$ cat src/rtl/usb_in_ep_pkg.sv
package usb_in_ep_pkg;
  localparam int HS_W      = 2;
  localparam int TYPE_W    = 2;
  localparam int NUM_FLAGS = 3;

  localparam int FLAG_DIS_DONE  = 0;
  localparam int FLAG_TOK_EMPTY = 1;
  localparam int FLAG_ISO_MISS  = 2;

  typedef enum logic [HS_W-1:0] {
    HS_NONE  = 2'd0,
    HS_DATA  = 2'd1,
    HS_NAK   = 2'd2,
    HS_STALL = 2'd3
  } hs_e;

  typedef enum logic [TYPE_W-1:0] {
    EP_CTRL = 2'd0,
    EP_ISO  = 2'd1,
    EP_BULK = 2'd2,
    EP_INTR = 2'd3
  } ep_type_e;

  // Handshake ladder for one token, given the endpoint state at token time.
  function automatic hs_e pick_handshake(logic iso, logic en, logic stall,
                                         logic nak, logic empty);
    hs_e r;
    if (iso) begin
      r = (en && !empty) ? HS_DATA : HS_NONE;
    end else if (stall) begin
      r = HS_STALL;
    end else if (nak || !en || empty) begin
      r = HS_NAK;
    end else begin
      r = HS_DATA;
    end
    return r;
  endfunction
endpackage

$ cat src/rtl/usb_in_ep_state.sv
module usb_in_ep_state (
  input  logic clk,
  input  logic rst_n,
  input  logic cmd_enable,
  input  logic cmd_disable,
  input  logic cmd_set_nak,
  input  logic cmd_clr_nak,
  input  logic cmd_set_stall,
  input  logic cmd_clr_stall,
  output logic en,
  output logic nak,
  output logic stall,
  output logic dis_pend,
  output logic dis_done
);
  logic dis_drop;

  // Completion happens on the edge after the request bit is seen.
  assign dis_done = dis_pend && en;
  assign dis_drop = dis_pend && !en;

  always_ff @(posedge clk) begin
    if (!rst_n) begin
      en       <= 1'b0;
      nak      <= 1'b0;
      stall    <= 1'b0;
      dis_pend <= 1'b0;
    end else begin
      if (dis_done)        en <= 1'b0;
      else if (cmd_enable) en <= 1'b1;

      if (dis_pend)         dis_pend <= 1'b0;
      else if (cmd_disable) dis_pend <= 1'b1;

      if (cmd_set_nak)      nak <= 1'b1;
      else if (cmd_clr_nak) nak <= 1'b0;

      if (cmd_set_stall)      stall <= 1'b1;
      else if (cmd_clr_stall) stall <= 1'b0;
    end
  end

  a_r2_disable_completes: assert property (@(posedge clk) disable iff (!rst_n)
    dis_done |=> (!en && !dis_pend));
  a_r3_idle_disable_dropped: assert property (@(posedge clk) disable iff (!rst_n)
    dis_drop |=> !dis_pend);
  a_r5_stall_holds: assert property (@(posedge clk) disable iff (!rst_n)
    (stall && !cmd_clr_stall) |=> stall);
endmodule

$ cat src/rtl/usb_in_ep_resp.sv
module usb_in_ep_resp
  import usb_in_ep_pkg::*;
(
  input  logic              clk,
  input  logic              rst_n,
  input  logic              tok_in,
  input  logic              frame_end,
  input  logic              fifo_empty,
  input  logic [TYPE_W-1:0] ep_type,
  input  logic              en,
  input  logic              nak,
  input  logic              stall,
  output logic              hs_valid,
  output logic [HS_W-1:0]   hs_code,
  output logic              tok_empty_evt,
  output logic              iso_incomp_evt
);
  logic is_iso;
  logic iso_miss;
  logic miss_pend;
  hs_e  decision;

  assign is_iso         = (ep_type == EP_ISO);
  assign decision       = pick_handshake(is_iso, en, stall, nak, fifo_empty);
  assign tok_empty_evt  = tok_in && en && fifo_empty;
  assign iso_miss       = tok_empty_evt && is_iso;
  assign iso_incomp_evt = frame_end && (miss_pend || iso_miss);

  always_ff @(posedge clk) begin
    if (!rst_n) begin
      hs_valid  <= 1'b0;
      hs_code   <= HS_NONE;
      miss_pend <= 1'b0;
    end else begin
      hs_valid <= tok_in;
      if (tok_in) hs_code <= decision;
      if (frame_end)     miss_pend <= 1'b0;
      else if (iso_miss) miss_pend <= 1'b1;
    end
  end

  a_r4_stall_first: assert property (@(posedge clk) disable iff (!rst_n)
    (tok_in && !is_iso && stall) |=> (hs_valid && hs_code == HS_STALL));
  a_r7_iso_no_nak_stall: assert property (@(posedge clk) disable iff (!rst_n)
    (tok_in && is_iso) |=> (hs_code == HS_NONE || hs_code == HS_DATA));
  a_r8_miss_cleared_at_frame_end: assert property (@(posedge clk) disable iff (!rst_n)
    frame_end |=> !miss_pend);
endmodule

$ cat src/rtl/usb_in_ep_irq.sv
module usb_in_ep_irq #(
  parameter int N = 3
) (
  input  logic         clk,
  input  logic         rst_n,
  input  logic [N-1:0] set_evt,
  input  logic [N-1:0] clr_w1,
  output logic [N-1:0] flags
);
  for (genvar i = 0; i < N; i++) begin : g_flag
    always_ff @(posedge clk) begin
      if (!rst_n)          flags[i] <= 1'b0;
      else if (set_evt[i]) flags[i] <= 1'b1;
      else if (clr_w1[i])  flags[i] <= 1'b0;
    end

    a_r10_event_wins: assert property (@(posedge clk) disable iff (!rst_n)
      set_evt[i] |=> flags[i]);
    a_r10_clear_works: assert property (@(posedge clk) disable iff (!rst_n)
      (clr_w1[i] && !set_evt[i]) |=> !flags[i]);
  end
endmodule

$ cat src/rtl/usb_in_ep_ctrl.sv
module usb_in_ep_ctrl (
  input  logic                                      clk,
  input  logic                                      rst_n,
  input  logic                                      cmd_enable,
  input  logic                                      cmd_disable,
  input  logic                                      cmd_set_nak,
  input  logic                                      cmd_clr_nak,
  input  logic                                      cmd_set_stall,
  input  logic                                      cmd_clr_stall,
  input  logic [usb_in_ep_pkg::TYPE_W-1:0]          cfg_ep_type,
  input  logic                                      cmd_flush,
  input  logic [usb_in_ep_pkg::NUM_FLAGS-1:0]       irq_clear,
  input  logic                                      tok_in,
  input  logic                                      frame_end,
  input  logic                                      fifo_empty,
  output logic                                      hs_valid,
  output logic [usb_in_ep_pkg::HS_W-1:0]            hs_code,
  output logic                                      ep_enabled,
  output logic                                      nak_active,
  output logic                                      stall_active,
  output logic                                      disable_pending,
  output logic [usb_in_ep_pkg::NUM_FLAGS-1:0]       irq_flags,
  output logic                                      iso_incomplete,
  output logic                                      fifo_flush
);
  import usb_in_ep_pkg::*;

  logic                 dis_done;
  logic                 tok_empty_evt;
  logic                 iso_incomp_evt;
  logic                 flush_ok;
  logic [NUM_FLAGS-1:0] set_evt;

  usb_in_ep_state u_state (
    .clk          (clk),
    .rst_n        (rst_n),
    .cmd_enable   (cmd_enable),
    .cmd_disable  (cmd_disable),
    .cmd_set_nak  (cmd_set_nak),
    .cmd_clr_nak  (cmd_clr_nak),
    .cmd_set_stall(cmd_set_stall),
    .cmd_clr_stall(cmd_clr_stall),
    .en           (ep_enabled),
    .nak          (nak_active),
    .stall        (stall_active),
    .dis_pend     (disable_pending),
    .dis_done     (dis_done)
  );

  usb_in_ep_resp u_resp (
    .clk           (clk),
    .rst_n         (rst_n),
    .tok_in        (tok_in),
    .frame_end     (frame_end),
    .fifo_empty    (fifo_empty),
    .ep_type       (cfg_ep_type),
    .en            (ep_enabled),
    .nak           (nak_active),
    .stall         (stall_active),
    .hs_valid      (hs_valid),
    .hs_code       (hs_code),
    .tok_empty_evt (tok_empty_evt),
    .iso_incomp_evt(iso_incomp_evt)
  );

  always_comb begin
    set_evt                 = '0;
    set_evt[FLAG_DIS_DONE]  = dis_done;
    set_evt[FLAG_TOK_EMPTY] = tok_empty_evt;
    set_evt[FLAG_ISO_MISS]  = iso_incomp_evt;
  end

  usb_in_ep_irq #(.N(NUM_FLAGS)) u_irq (
    .clk    (clk),
    .rst_n  (rst_n),
    .set_evt(set_evt),
    .clr_w1 (irq_clear),
    .flags  (irq_flags)
  );

  assign iso_incomplete = irq_flags[FLAG_ISO_MISS];

  // Flush only honoured once the endpoint is no longer enabled.
  assign flush_ok = cmd_flush && !ep_enabled;

  always_ff @(posedge clk) begin
    if (!rst_n) fifo_flush <= 1'b0;
    else        fifo_flush <= flush_ok;
  end

  a_r11_no_flush_while_enabled: assert property (@(posedge clk) disable iff (!rst_n)
    ep_enabled |=> !fifo_flush);
  a_r11_flush_single_cycle: assert property (@(posedge clk) disable iff (!rst_n)
    (fifo_flush && !flush_ok) |=> !fifo_flush);
endmodule

$ cat config.mk
export PLATFORM = sky130hd
export DESIGN_NAME = usb_in_ep_ctrl
export DESIGN_NICKNAME = d
export VERILOG_FILES = /design/src/rtl/usb_in_ep_pkg.sv /design/src/rtl/usb_in_ep_state.sv /design/src/rtl/usb_in_ep_resp.sv /design/src/rtl/usb_in_ep_irq.sv /design/src/rtl/usb_in_ep_ctrl.sv
export SDC_FILE = /design/constraint.sdc
export NUM_CORES = 1
export LEC_CHECK = 0
export CAP_MARGIN = 20
export CELL_PAD_IN_SITES_DETAIL_PLACEMENT = 1
export CELL_PAD_IN_SITES_GLOBAL_PLACEMENT = 2
export CORE_UTILIZATION = 21
export CTS_BUF_LIST = sky130_fd_sc_hd__clkbuf_8
export DETAILED_ROUTE_END_ITERATION = 8
export PLACE_DENSITY = 0.95
export SLEW_MARGIN = 20
export SYNTH_ARGS = -nofsm -noshare
export SYNTH_HDL_FRONTEND = slang
export SYNTH_SLANG_ARGS = --single-unit
$ cat constraint.sdc
create_clock -name clk -period 2.13 [get_ports clk]
set_clock_uncertainty 0.15 [all_clocks]
set_input_delay 0.426 -clock clk [delete_from_list [all_inputs] [get_ports clk]]
set_output_delay 0.426 -clock clk [all_outputs]
set_load 0.02 [all_outputs]
# Word-level counts from Yosys, hierarchy flattened
# Index checks and enable logic that the tools add are counted.
# W data, S select, Z words.
# classes
n_eq_ne,1
muxes,15
bitwise_logic,1
reduce_logical,20
# op_table
cell,n
$mux W1,12
$reduce_bool A2 Y1,5
$logic_and A1 B1 Y1,7
$mux W2,3
$reduce_or A2 Y1,3
$logic_or A1 B1 Y1,3
$eq A2 B1 Y1 const B,1
$logic_not A1 Y1,2
$not A1 Y1,1
# totals
regBits,12
in_bits,17
out_inout_bits,12
wordCells,48

# Longest topological paths before layout
# Gate-level depths: netlist of run 1.
# depth
ltp_word,6
depth_mapped,3
ltp_nobuf,3

# By module
# Synthesis of run 1 repeated with hierarchy kept, for this count alone.
# unflattened
cells_unflattened,46
area_unflattened_um2,478.0
# modules_own_cells
module,n_inst,cells_each,area_per_inst_um2,seq_area_each_um2
usb_in_ep_resp,1,21,185.2,80.1
usb_in_ep_state,1,13,132.6,80.1
usb_in_ep_irq,1,9,123.9,60.1
usb_in_ep_ctrl,1,3,36.3,20.0

# Worst setup path after synthesis of run 1
# OpenSTA, ideal clock, no wires.
# synth_timing
kind,reg2reg
startpoint,register u_state.en
endpoint,register u_resp.hs_code[1]
setup_ps,116
arrival_time_ps,1060
t_required_ps,1864
path_slack_ps,804
path_stages_with_launch,4
n_path_buf,0
synth_period_minus_slack_ps,1326
path_cell_list,dfxtp_1 -> or4b_1 -> nand3_1 -> a21boi_1
# synth_via
elab_chain_len,6
# synth_rtl
element,line_no,rtl
from (decl),usb_in_ep_state.sv:10,"output logic en,"
from (signal assigned),usb_in_ep_state.sv:24,en <= 1'b0;
from (signal assigned),usb_in_ep_state.sv:29,if (dis_done) en <= 1'b0;
from (signal assigned),usb_in_ep_state.sv:30,else if (cmd_enable) en <= 1'b1;
$logic_not A1 Y1,usb_in_ep_pkg.sv:32,end else if (nak || !en || empty) begin
$logic_or A1 B1 Y1 (2 in a row),usb_in_ep_pkg.sv:32,
$mux W2,usb_in_ep_pkg.sv:32,
$mux W2,usb_in_ep_pkg.sv:30,end else if (stall) begin
$mux W2,usb_in_ep_pkg.sv:28,if (iso) begin
to (signal assigned),usb_in_ep_resp.sv:36,if (tok_in) hs_code <= decision;
to (decl),usb_in_ep_resp.sv:14,"output logic [HS_W-1:0] hs_code,"
# Every way passes these cells.
# A chain may end at the register's enable or synchronous reset.

# Final worst setup path of run 1
# layout_timing
startpoint,register u_state.en
endpoint,output ep_enabled
# layout_lines
element,line_no,rtl
to (decl),usb_in_ep_ctrl.sv:18,"output logic ep_enabled,"
# No word-level cell between the ends.

==> impl_metrics.py, run 1 <==
metrics = {
    "power": {
        "p_total_uw": 577,
        "ir_drop_uv": 482,
        "cellPowerDensity_nw_per_um2": 714,
        "p_leak_uw": 0.000309,
    },
    "routing": {
        "vias": 435,
        "routedWlPerCell_um": 11.9,
        "vias_per_cell": 4.22,
        "dr.pass1.iters": 3,
        "ant_nets": 0,
        "routed_wl_um": 1220,
        "drc": 0,
        "drt_iter0_markers": 3,
    },
    "clocking": {
        "cts-resized-gates": 0,
        "clk_path_buf_depth": 2,
        "root_buffer": "clkbuf_8",
        "htreeDepth": 1,
        "cts_tree": "built",
        "cts_sinks": 12,
        "insertion_delay_ns": 0.23,
        "clkTransAtPathRegs_ns": 0.05,
        "numCtsBuffers": 3,
        "postCtsHoldBufs": 0,
        "cts_setup_buffers": 0,
    },
    "worst_setup_path": {
        "start_kind": "flop",
        "crit_type": "flop to output port",
        "critPathBufInv": 1,
        "critPathCaptureType": "output port",
        "crit_chain": "clkdlybuf4s50_1",
        "worstPathArrival_ns": 1.27,
        "r2r_slack_ns": 0.86,
        "critical_path.top_delay_family": "buffers and inverters",
        "crit_required_ns": 1.55,
        "crit_path_top_delay_cell": "clkdlybuf4s50_1",
        "cp_max_fo": 6,
        "critPathMaxStageDelay_ns": 0.64,
    },
    "global_route": {
        "grt_max_degree": 13,
        "grt.total_usage": 0.115,
        "grt_antenna_before_repair": 0,
        "grt_pass1_wl_um": 2020,
        "grt_pass1_vias": 445,
        "grt_overflow": 0,
    },
    "sta": {
        "hold_viol_final": 0,
        "setup_violations": 0,
        "drv_slew": 0,
        "min_period_over_period": 0.867,
        "period_needed_ns": 1.85,
        "worst_pin_slew_ns": 0.413,
        "rsz0062_at_grt": "false",
        "tns_ns": 0,
        "fmax_mhz": 541,
        "relSlewSlack": 0.724,
    },
    "die": {
        "start_util": 0.227,
        "core_sq_um": 1980,
        "die_w_um": 48.3,
        "ios": 29,
        "rows": 16,
        "die_h_um": 48.3,
        "die_area_sq_um": 2330,
    },
    "synthesis": {
        "yosys-top-cells-area": "dfxtp_1 (53%), nor2b_1 (6.9%), o21a_1 (5.0%), nand2b_1 (4.2%), and3_1 (2.8%)",
        "yosysTopAreaCellShare": 0.533,
        "netlist_instances": 46,
        "ys_seq_area_frac": 0.533,
        "synth.net_count": 63,
        "yosysWarningCount": 0,
        "yosys.area.top_type": "dfxtp_1",
        "ys_seq_elements": 12,
        "netlist_area_sq_um": 450,
        "yosysUniqueCellTypes": 22,
        "syn_avg_cell_area_sq_um": 9.79,
    },
    "layout": {
        "area.growth.synth_to_final_pct": 79.4,
        "final_nets": 94,
        "num_antenna_cells": 0,
        "drive_above_1_share": 0.0526,
        "stdcell_count": 103,
    },
    "run_status": {
        "outcome": "completed",
    },
    "placed_design": {
        "dp.cells": 99,
        "hpwl_um": 922,
        "io_buffers": 28,
        "gp_congestion": 0.790,
    },
    "hold_path": {
        "min_path_type": "flop to flop",
    },
    "flow_run": {
        "maxCapViolations": 0,
    },
}
==> cell type report <==
type / instances / area [sq um]
Timing Repair Buffer: 28 / 280
Fill cell: 233 / 1170
Inverter: 1 / 3.75
Sequential cell: 12 / 240
Clock buffer: 4 / 55.1
Multi-Input combinational cell: 31 / 195
Tap cell: 27 / 33.8
==> per-layer routing <==
| layer | up-vias | wire [um] | global-route usage |
|---|---|---|---|
| met5 | - | 0 | 0 |
| met4 | 0 | 0 | 0.0147 |
| met3 | 0 | 115 | 0.0660 |
| met2 | 19 | 541 | 0.183 |
| li1 | 218 | - | - |
| met1 | 198 | 565 | 0.138 |
==> synthesized netlist by cell type, drive strengths merged <==
master and n:
a211o 1, a211oi 1, a21boi 2, a21oi 1
a31oi 1, and2 1, and3 2, buf 1
clkbuf 1, dfxtp 12, inv 1, nand2 3
nand2b 3, nand3 1, nor2 2, nor2b 5
nor3b 1, o211a 1, o21a 3, o21ai 2
or4b 1
==> worst paths after layout <==
check                         from           endpoint  cells past startpoint
hold reg to reg   u_state.dis_pend   u_state.dis_pend                      1
setup reg to reg        u_state.en  u_resp.hs_code[1]                      3
hold / removal    u_state.dis_pend   u_state.dis_pend                      1
setup / recovery        u_state.en         ep_enabled                      1
==> cells by family (layout without fill, tap and decap cells) <==
kind of cell,count (synthesis),after routing,share of synthesized area
buffers and inverters,3,33,0.0333
AOI/OAI and AO/OA,12,12,0.189
DFF,12,12,0.533
and+or+nand+nor,19,19,0.244
==> power by group <==
part	switching, uW	internal [uW]
registers	7.59	236
logic	35.1	55.7
clock network	80.0	163
==> state kept, by name, indices dropped and copies added (netlist names) <==
name,cells
u_resp.miss_pend,1
u_state.dis_pend,1
fifo_flush,1
u_state.stall,1
u_irq.flags,3
u_state.nak,1
u_resp.hs_code,2
u_state.en,1
u_resp.hs_valid,1
==> metrics by stage <==
stage	utilization	hold WS, ns	area, sq um	worst slack (ns)
2_1_floorplan	-	0.307	450	0.804
6_report	0.408	0.307	808	0.283
5_1_grt	0.408	0.332	808	0.210
3_3_place_gp	0.380	0.279	753	0.384
4_1_cts	0.408	0.315	808	0.256
3_5_place_dp	0.380	0.296	753	0.358
==> placed cells by master, fill, tap and decap left out <==
cell type         n
nand2_1           3
nand3_1           1
or4b_1            1
a31oi_1           1
clkbuf_8          4
a211o_1           1
o21ai_0           2
inv_1             1
nor3b_1           1
dfxtp_1          12
and2_1            1
a21oi_1           1
nor2b_1           5
nor2_1            2
o211a_1           1
a21boi_1          1
clkdlybuf4s50_1  28
a21boi_0          1
o21a_1            3
a211oi_1          1
and3_1            2
nand2b_1          3
Note: power is estimated with default switching activity, not from simulation.
==> run 2, diff against run 1 <==
--- a/config.mk
+++ b/config.mk
@@ -8,6 +8,7 @@
 export CAP_MARGIN = 20
 export CELL_PAD_IN_SITES_DETAIL_PLACEMENT = 1
 export CELL_PAD_IN_SITES_GLOBAL_PLACEMENT = 2
+export CORE_MARGIN = 5
 export CORE_UTILIZATION = 21
 export CTS_BUF_LIST = sky130_fd_sc_hd__clkbuf_8
 export DETAILED_ROUTE_END_ITERATION = 8
==> impl_metrics.py, run 2 (synthesis results as in run 1) <==
metrics = {
    "global_route": {
        "grt_pass1_vias": 495,
        "grt_pass1_wl_um": 2280,
        "grt.total_usage": 0.0966,
        "grt_max_degree": 13,
        "grt_antenna_before_repair": 0,
        "grt_overflow": 0,
    },
    "clocking": {
        "htreeDepth": 1,
        "postCtsHoldBufs": 0,
        "cts-resized-gates": 0,
        "clk_path_buf_depth": 2,
        "clkTransAtPathRegs_ns": 0.05,
        "cts_setup_buffers": 0,
        "numCtsBuffers": 3,
        "cts_sinks": 12,
        "insertion_delay_ns": 0.24,
        "cts_tree": "built",
        "root_buffer": "clkbuf_8",
    },
    "sta": {
        "relSlewSlack": 0.744,
        "rsz0062_at_grt": "false",
        "tns_ns": 0,
        "hold_viol_final": 0,
        "drv_slew": 0,
        "period_needed_ns": 1.89,
        "min_period_over_period": 0.889,
        "worst_pin_slew_ns": 0.383,
        "setup_violations": 0,
        "fmax_mhz": 528,
    },
    "die": {
        "start_util": 0.225,
        "rows": 16,
        "core_sq_um": 2000,
        "die_area_sq_um": 3170,
        "die_w_um": 56.3,
        "die_h_um": 56.3,
        "ios": 29,
    },
    "power": {
        "p_total_uw": 580,
        "ir_drop_uv": 314,
        "cellPowerDensity_nw_per_um2": 717,
        "p_leak_uw": 0.000309,
    },
    "hold_path": {
        "min_to": "u_state.dis_pend",
        "min_path_cells": 1,
        "min_path_type": "flop to flop",
        "hold_path.startpoint": "u_state.dis_pend",
    },
    "flow_run": {
        "maxCapViolations": 0,
    },
    "placed_design": {
        "io_buffers": 28,
        "gp_congestion": 0.720,
        "hpwl_um": 1050,
    },
    "layout": {
        "final_cell_mix": "clkdlybuf4s50_1 (28), dfxtp_1 (12), nor2b_1 (5), clkbuf_8 (4)",
        "layout_commonest_cell": "clkdlybuf4s50_1",
        "drive_above_1_share": 0.0526,
        "final_nets": 94,
        "largest_reg_flops": 3,
        "largestRegisters": "u_irq.flags: 3 flops, u_resp.hs_code: 2 flops",
        "regMostFlops": "u_irq.flags",
        "num_antenna_cells": 0,
        "area.growth.synth_to_final_pct": 79.4,
    },
    "worst_setup_path": {
        "critPathBufInv": 1,
        "r2r_start": "u_state.en",
        "critPathMaxStageDelay_ns": 0.65,
        "worstPathArrival_ns": 1.32,
        "critPathCaptureType": "output port",
        "crit_required_ns": 1.55,
        "cp_max_fo": 6,
        "crit_chain": "clkdlybuf4s50_1",
        "start_kind": "flop",
        "r2r-end": "u_resp.hs_code[1]",
        "r2r_slack_ns": 0.80,
        "crit_path_top_delay_cell": "clkdlybuf4s50_1",
        "worstRegToRegCells": 3,
        "critical_path.top_delay_family": "buffers and inverters",
        "crit_type": "flop to output port",
    },
    "routing": {
        "routedWlPerCell_um": 13.1,
        "vias_per_cell": 4.35,
        "drt_iter0_markers": 1,
        "drc": 0,
        "dr.pass1.iters": 2,
        "vias": 448,
        "routed_wl_um": 1350,
        "ant_nets": 0,
    },
    "run_status": {
        "outcome": "completed",
    },
}
[run 2: layout make-up]
| class | count | area [sq um] |
|---|---|---|
| timing repair buffer | 28 | 280 |
| inverter | 1 | 3.75 |
| multi-input combinational | 31 | 195 |
| tap | 27 | 33.8 |
| fill | 241 | 1190 |
| clock buffer | 4 | 55.1 |
| sequential | 12 | 240 |
[run 2: how the worst max path moves through the flow]
stage | start | to | slack (ns) | cells after the start
after detailed placement | fifo_empty | u_resp.hs_code[1] | 0.36 | 4
final | u_state.en | ep_enabled | 0.24 | 1
after global placement | fifo_empty | u_resp.hs_code[1] | 0.40 | 4
after floorplan | u_state.en | u_resp.hs_code[1] | 0.80 | 3
after global routing | u_state.en | ep_enabled | 0.17 | 1
after CTS | u_state.en | ep_enabled | 0.23 | 1
[run 2: metrics by stage]
step | instances | setup slack [ns] | area, sq um | hold slack [ns] | utilization
3_5_place_dp | 99 | 0.362 | 753 | 0.298 | 0.376
5_1_grt | 103 | 0.167 | 808 | 0.335 | 0.404
6_report | 103 | 0.236 | 808 | 0.301 | 0.404
2_1_floorplan | 46 | 0.804 | 450 | 0.307 | -
4_1_cts | 103 | 0.230 | 808 | 0.308 | 0.404
3_3_place_gp | 99 | 0.402 | 753 | 0.276 | 0.376
[run 2: report_power, final]
part	switching (uW)	total [uW]	internal, uW
clock network	81.4	244	163
registers	8.07	244	236
logic	35.6	91.2	55.7
[run 2: layer usage]
layer  global-route usage  vias up  share of wire
li1                     -      219              -
met4               0.0407        0         0.0074
met2                0.150       20           0.46
met1                0.113      207           0.45
met5                    0        -              0
met3               0.0459        2          0.079
==> run 3, diff against run 2 <==
--- a/config.mk
+++ b/config.mk
@@ -8,7 +8,6 @@
 export CAP_MARGIN = 20
 export CELL_PAD_IN_SITES_DETAIL_PLACEMENT = 1
 export CELL_PAD_IN_SITES_GLOBAL_PLACEMENT = 2
-export CORE_MARGIN = 5
 export CORE_UTILIZATION = 21
 export CTS_BUF_LIST = sky130_fd_sc_hd__clkbuf_8
 export DETAILED_ROUTE_END_ITERATION = 8
==> results of run 3 <==
No change in the layout: final DEF, timing and power equal those of run 1.
